<file path="config.mk">
export PLATFORM = sky130hd
export DESIGN_NAME = fpsr_unit
export DESIGN_NICKNAME = d
export VERILOG_FILES = /design/src/rtl/fpsr_pkg.sv /design/src/rtl/fpsr_ctrl_regs.sv /design/src/rtl/fpsr_cause_flags.sv /design/src/rtl/fpsr_trap_gen.sv /design/src/rtl/fpsr_unit.sv
export SDC_FILE = /design/constraint.sdc
export NUM_CORES = 1
export LEC_CHECK = 0
export BUFFER_PORTS_ARGS = -buffer_cell sky130_fd_sc_hd__buf_2
export CAP_MARGIN = 0
export CORE_UTILIZATION = 38
export DETAILED_ROUTE_END_ITERATION = 12
export PLACE_DENSITY = 0.87
export RECOVER_POWER = 100
export SETUP_SLACK_MARGIN = 0.3
export SLEW_MARGIN = 20
export SYNTH_ARGS = -nofsm -noshare
export SYNTH_HDL_FRONTEND = slang
export SYNTH_HIERARCHICAL = 1
export SYNTH_SLANG_ARGS = --single-unit
</file>
<file path="constraint.sdc">
create_clock -name clk -period 1.9 [get_ports clk]
set_clock_uncertainty 0.15 [all_clocks]
set_input_delay 0.19 -clock clk [delete_from_list [all_inputs] [get_ports clk]]
set_output_delay 0.19 -clock clk [all_outputs]
set_load 0.02 [all_outputs]
</file>
<file path="src/rtl/fpsr_pkg.sv">
package fpsr_pkg;
  localparam int REG_W     = 32;
  localparam int RM_W      = 2;
  localparam int N_IEEE    = 5;
  localparam int N_CAUSE   = N_IEEE + 1;
  localparam int RM_LSB    = 0;
  localparam int FLUSH_BIT = 2;
  localparam int EN_LSB    = 4;
  localparam int CAUSE_LSB = 10;
  localparam int C_UNIMPL  = N_IEEE;

  typedef enum logic [RM_W-1:0] {
    RM_NEAREST = 2'b00,
    RM_ZERO    = 2'b01,
    RM_PINF    = 2'b10,
    RM_NINF    = 2'b11
  } rmode_e;
endpackage

</file>
<file path="src/rtl/fpsr_ctrl_regs.sv">
module fpsr_ctrl_regs
  import fpsr_pkg::*;
(
  input  logic              clk,
  input  logic              rst_n,
  input  logic              wr_en,
  input  logic [RM_W-1:0]   wr_rmode,
  input  logic              wr_flush,
  input  logic [N_IEEE-1:0] wr_enables,
  output logic [RM_W-1:0]   rmode,
  output logic              flush,
  output logic [N_IEEE-1:0] enables
);
  rmode_e rmode_q;

  always_ff @(posedge clk) begin
    if (!rst_n) begin
      rmode_q <= RM_NEAREST;
      flush   <= 1'b0;
      enables <= '0;
    end else if (wr_en) begin
      rmode_q <= rmode_e'(wr_rmode);
      flush   <= wr_flush;
      enables <= wr_enables;
    end
  end

  assign rmode = rmode_q;

  // Control fields move only on a software write
  p_ctrl_hold_r4: assert property (@(posedge clk) disable iff (!rst_n)
    !wr_en |=> ($stable(rmode) && $stable(flush) && $stable(enables)));
  p_ctrl_load_r2: assert property (@(posedge clk) disable iff (!rst_n)
    wr_en |=> (rmode == $past(wr_rmode)));
endmodule

</file>
<file path="src/rtl/fpsr_cause_flags.sv">
module fpsr_cause_flags
  import fpsr_pkg::*;
(
  input  logic               clk,
  input  logic               rst_n,
  input  logic               op_valid,
  input  logic [N_CAUSE-1:0] op_flags,
  input  logic               wr_en,
  input  logic [N_CAUSE-1:0] wr_keep,
  output logic [N_CAUSE-1:0] cause
);
  for (genvar i = 0; i < N_CAUSE; i++) begin : g_cause
    always_ff @(posedge clk) begin
      if (!rst_n)        cause[i] <= 1'b0;
      else if (op_valid) cause[i] <= op_flags[i];
      else if (wr_en)    cause[i] <= cause[i] & wr_keep[i];
    end
  end

  // Operation replaces the flags, and wins a collision
  p_op_replaces_r5: assert property (@(posedge clk) disable iff (!rst_n)
    op_valid |=> (cause == $past(op_flags)));
  // Software can only clear
  p_sw_never_sets_r6: assert property (@(posedge clk) disable iff (!rst_n)
    (!op_valid && wr_en) |=> ((cause & ~$past(cause)) == '0));
  p_idle_hold_r6: assert property (@(posedge clk) disable iff (!rst_n)
    (!op_valid && !wr_en) |=> $stable(cause));
endmodule

</file>
<file path="src/rtl/fpsr_trap_gen.sv">
module fpsr_trap_gen
  import fpsr_pkg::*;
(
  input  logic               clk,
  input  logic               rst_n,
  input  logic               op_valid,
  input  logic [N_CAUSE-1:0] op_flags,
  input  logic [N_IEEE-1:0]  enables,
  output logic               exc_req
);
  logic hit_ieee;
  logic hit_unimpl;

  assign hit_ieee   = |(op_flags[N_IEEE-1:0] & enables);
  assign hit_unimpl = op_flags[C_UNIMPL];

  always_ff @(posedge clk) begin
    if (!rst_n) exc_req <= 1'b0;
    else        exc_req <= op_valid && (hit_ieee || hit_unimpl);
  end

  // Unimplemented processing cannot be masked
  p_unimpl_traps_r8: assert property (@(posedge clk) disable iff (!rst_n)
    (op_valid && op_flags[C_UNIMPL]) |=> exc_req);
  // Request only follows an operation strobe
  p_req_after_op_r10: assert property (@(posedge clk) disable iff (!rst_n)
    exc_req |-> $past(op_valid));
  // Fully masked operation gives no request
  p_masked_quiet_r7: assert property (@(posedge clk) disable iff (!rst_n)
    (op_valid && !op_flags[C_UNIMPL] && ((op_flags[N_IEEE-1:0] & enables) == '0))
      |=> !exc_req);
endmodule

</file>
<file path="src/rtl/fpsr_unit.sv">
module fpsr_unit
  import fpsr_pkg::*;
(
  input  logic        clk,
  input  logic        rst_n,
  input  logic        sw_wr_en,
  input  logic [31:0] sw_wr_data,
  output logic [31:0] sw_rd_data,
  input  logic        fpu_op_valid,
  input  logic [5:0]  fpu_op_flags,
  output logic [1:0]  round_mode,
  output logic        flush_denorm,
  output logic        fpu_exc_req
);
  logic [N_IEEE-1:0]  enables;
  logic [N_CAUSE-1:0] cause;
  logic               unused_wr_bits;

  assign unused_wr_bits = ^{sw_wr_data[REG_W-1:CAUSE_LSB+N_CAUSE],
                            sw_wr_data[EN_LSB+N_IEEE], sw_wr_data[FLUSH_BIT+1]};

  fpsr_ctrl_regs u_ctrl (
    .clk        (clk),
    .rst_n      (rst_n),
    .wr_en      (sw_wr_en),
    .wr_rmode   (sw_wr_data[RM_LSB +: RM_W]),
    .wr_flush   (sw_wr_data[FLUSH_BIT]),
    .wr_enables (sw_wr_data[EN_LSB +: N_IEEE]),
    .rmode      (round_mode),
    .flush      (flush_denorm),
    .enables    (enables)
  );

  fpsr_cause_flags u_cause (
    .clk      (clk),
    .rst_n    (rst_n),
    .op_valid (fpu_op_valid),
    .op_flags (fpu_op_flags),
    .wr_en    (sw_wr_en),
    .wr_keep  (sw_wr_data[CAUSE_LSB +: N_CAUSE]),
    .cause    (cause)
  );

  fpsr_trap_gen u_trap (
    .clk      (clk),
    .rst_n    (rst_n),
    .op_valid (fpu_op_valid),
    .op_flags (fpu_op_flags),
    .enables  (enables),
    .exc_req  (fpu_exc_req)
  );

  always_comb begin
    sw_rd_data                        = '0;
    sw_rd_data[RM_LSB +: RM_W]        = round_mode;
    sw_rd_data[FLUSH_BIT]             = flush_denorm;
    sw_rd_data[EN_LSB +: N_IEEE]      = enables;
    sw_rd_data[CAUSE_LSB +: N_CAUSE]  = cause;
  end

  // Reserved bits stay zero
  p_reserved_zero_r11: assert property (@(posedge clk) disable iff (!rst_n)
    (sw_rd_data & 32'hFFFF_0208) == 32'h0);
endmodule

</file>
==> reports/results.ini <==
[timing]
tns_ps=0
drv_slew=0
period_share=0.646
finalHoldViolCount=0
finalCriticalPeriod_ps=1230
setup_viol=0
rsz0062_at_grt=no
timing.hold.ws_ps=18.3
max_freq_mhz=815
setup_ws_ps=673

[drt]
via_count=629
drt_iter0_drc=9
drt_wl_total_um=1490
routed_via_density=4.19
wl_per_cell_um=9.93
firstDrtPassIters=2
ant_nets=0
post-route-drc-count=0

[critical_path]
endpoint_kind=primary output
crit_path_start_kind=register
crit_family=flip-flops
critPathRequiredTime_ps=1560
crit_path_max_fanout=3
path_cells=clkbuf_1
critPathArrivalTime_ps=890
critPathBufInv=1
criticalPathCategory=reg -> out
max_stage_delay_ps=370
cp_slowest_cell=dfxtp_1

[global_route]
grt_max_degree=16
grt_pass1_wl_um=2130
grt_antenna_before_repair=0
grt_overflow=0
grt_usage=0.133
first_global_vias=521

[cells_and_area]
antennaDiodeCount=0
syn2layout_area_growth_pct=16.1
postLayoutCoreUtil=0.470
fin_nets=166
layout-drive-gt1-share=0.220
fillers=214

[logic_synthesis]
synth-compound-area-share=0.0898
yosys.area.top_type=dfxtp_1
yosysWarnings=6
synthMuxAreaShare=0.101
netlist_area_sq_um=795
yosysSeqAreaShare=0.378
yosys.area_share.simple=0.200
synth_top_family_by_area=buffers and inverters
synth_seq_cells=15
syn_inst=84
synthAdderAreaFrac=0
synth-xor-area-share=0
synth_top_area_frac=0.378
synth_cell_type_count=14
synth_area_leaders=dfxtp_1, buf_4, mux2i_1
syn_area_per_cell_sq_um=9.46

[floorplanning]
rows=16
die_w_um=47.7
core_sq_um=1960
die_area_sq_um=2280
die_h_um=47.7
io_pins=78
initial_utilization=0.405

[clock_network]
clkLatencyLatePin_ps=280
cts-hold-fix-buffers=0
cts_buffers=3
path_clk_slew_ps=90
post_cts_buffers=0
htree_levels=1
cts-root-buf=clkbuf_4
cts_tree=yes
cts_max_path_buffers=2
cts.repair.resized=0
cts_sinks=15

[hold_path]
min_path_type=in -> reg

[place]
place_ws_ps=817
hpwl_um=1160
io_buffers=41
gp_congestion=0.642

[power]
p_leak_nw=0.427
p_per_area_nw_per_um2=726
totalPowerFinal_uw=670
vdd_ir_drop_max_mv=0.444

[outcome]
status=complete, no violations

[run]
max-cap-violations=0

-- report_power, final --
group          total (mW)  switching [mW]  internal (mW)
registers           0.343          0.0109          0.332
clock network       0.179           0.101         0.0779
logic               0.147          0.0975         0.0496
total               0.670           0.210          0.460
-- layer usage --
metal	vias up	track usage	wire length, um	share of wire
met5	-	0	0	0
met4	0	0.0500	0	0
met3	0	0.0264	107	0.072
met2	37	0.238	747	0.50
met1	274	0.155	635	0.43
li1	318	-	-	-
-- flip-flops by register name, summed over array words and instances (netlist names) --
| name | flops |
|---|---|
| u_trap/exc_req | 1 |
| u_ctrl/enables | 5 |
| u_cause/cause | 6 |
| u_ctrl/rmode | 2 |
| u_ctrl/flush | 1 |
-- cell families (layout without fill, tap and decap cells) --
kind of cell / after synthesis / in the layout
AOI/OAI and AO/OA: 10 / 10
buffers and inverters: 23 / 45
DFF: 15 / 15
muxes: 8 / 8
other: 1 / 18
and+or+nand+nor: 27 / 27
-- final cells by class --
class / instances / area, sq um / area share
Tap cell: 27 / 33.8 / 0.0366
Clock buffer: 3 / 22.5 / 0.0244
Timing Repair Buffer: 41 / 183 / 0.198
Clock inverter: 1 / 5.00 / 0.00543
Sequential cell: 15 / 300 / 0.326
Multi-Input combinational cell: 63 / 378 / 0.410
-- final timing paths --
path	startpoint	end	slack, ps	cells past startpoint
worst min register to register	u_cause/cause[2]	u_cause/cause[2]	360	2
worst max register to register	u_ctrl/enables[0]	u_trap/exc_req	1010	2
worst max-delay path	u_ctrl/enables[4]	sw_rd_data[8]	670	1
worst min-delay path	sw_wr_data[7]	u_ctrl/enables[3]	20	3
-- placed cells by master, fill, tap and decap left out --
master and instances:
buf_2 23, conb_1 18, clkbuf_1 18, dfxtp_1 15, mux2i_1 8, nor2b_1 8, nand2_1 7, nand2b_1 6
nand3b_1 6, a21boi_0 6, clkbuf_4 3, a22oi_1 2, clkinv_2 1, a21oi_1 1, a31oi_1 1
-- metrics by stage --
stage | std cells | area (sq um)
floorplan | 101 | 858
global route | 150 | 922
global placement | 146 | 917
finish | 150 | 922
detailed placement | 146 | 917
CTS | 150 | 945
-- synth_stat cells --
cell type and n:
nand2_1 7, a21boi_1 4, nand2b_1 6, nand3b_1 6
mux2i_1 8, buf_6 2, a31oi_1 1, a21oi_1 1
conb_1 1, nor2b_1 8, dfxtp_1 15, a22oi_1 2
a21boi_0 2, buf_4 21
Power figures use the tool's default switching activity.
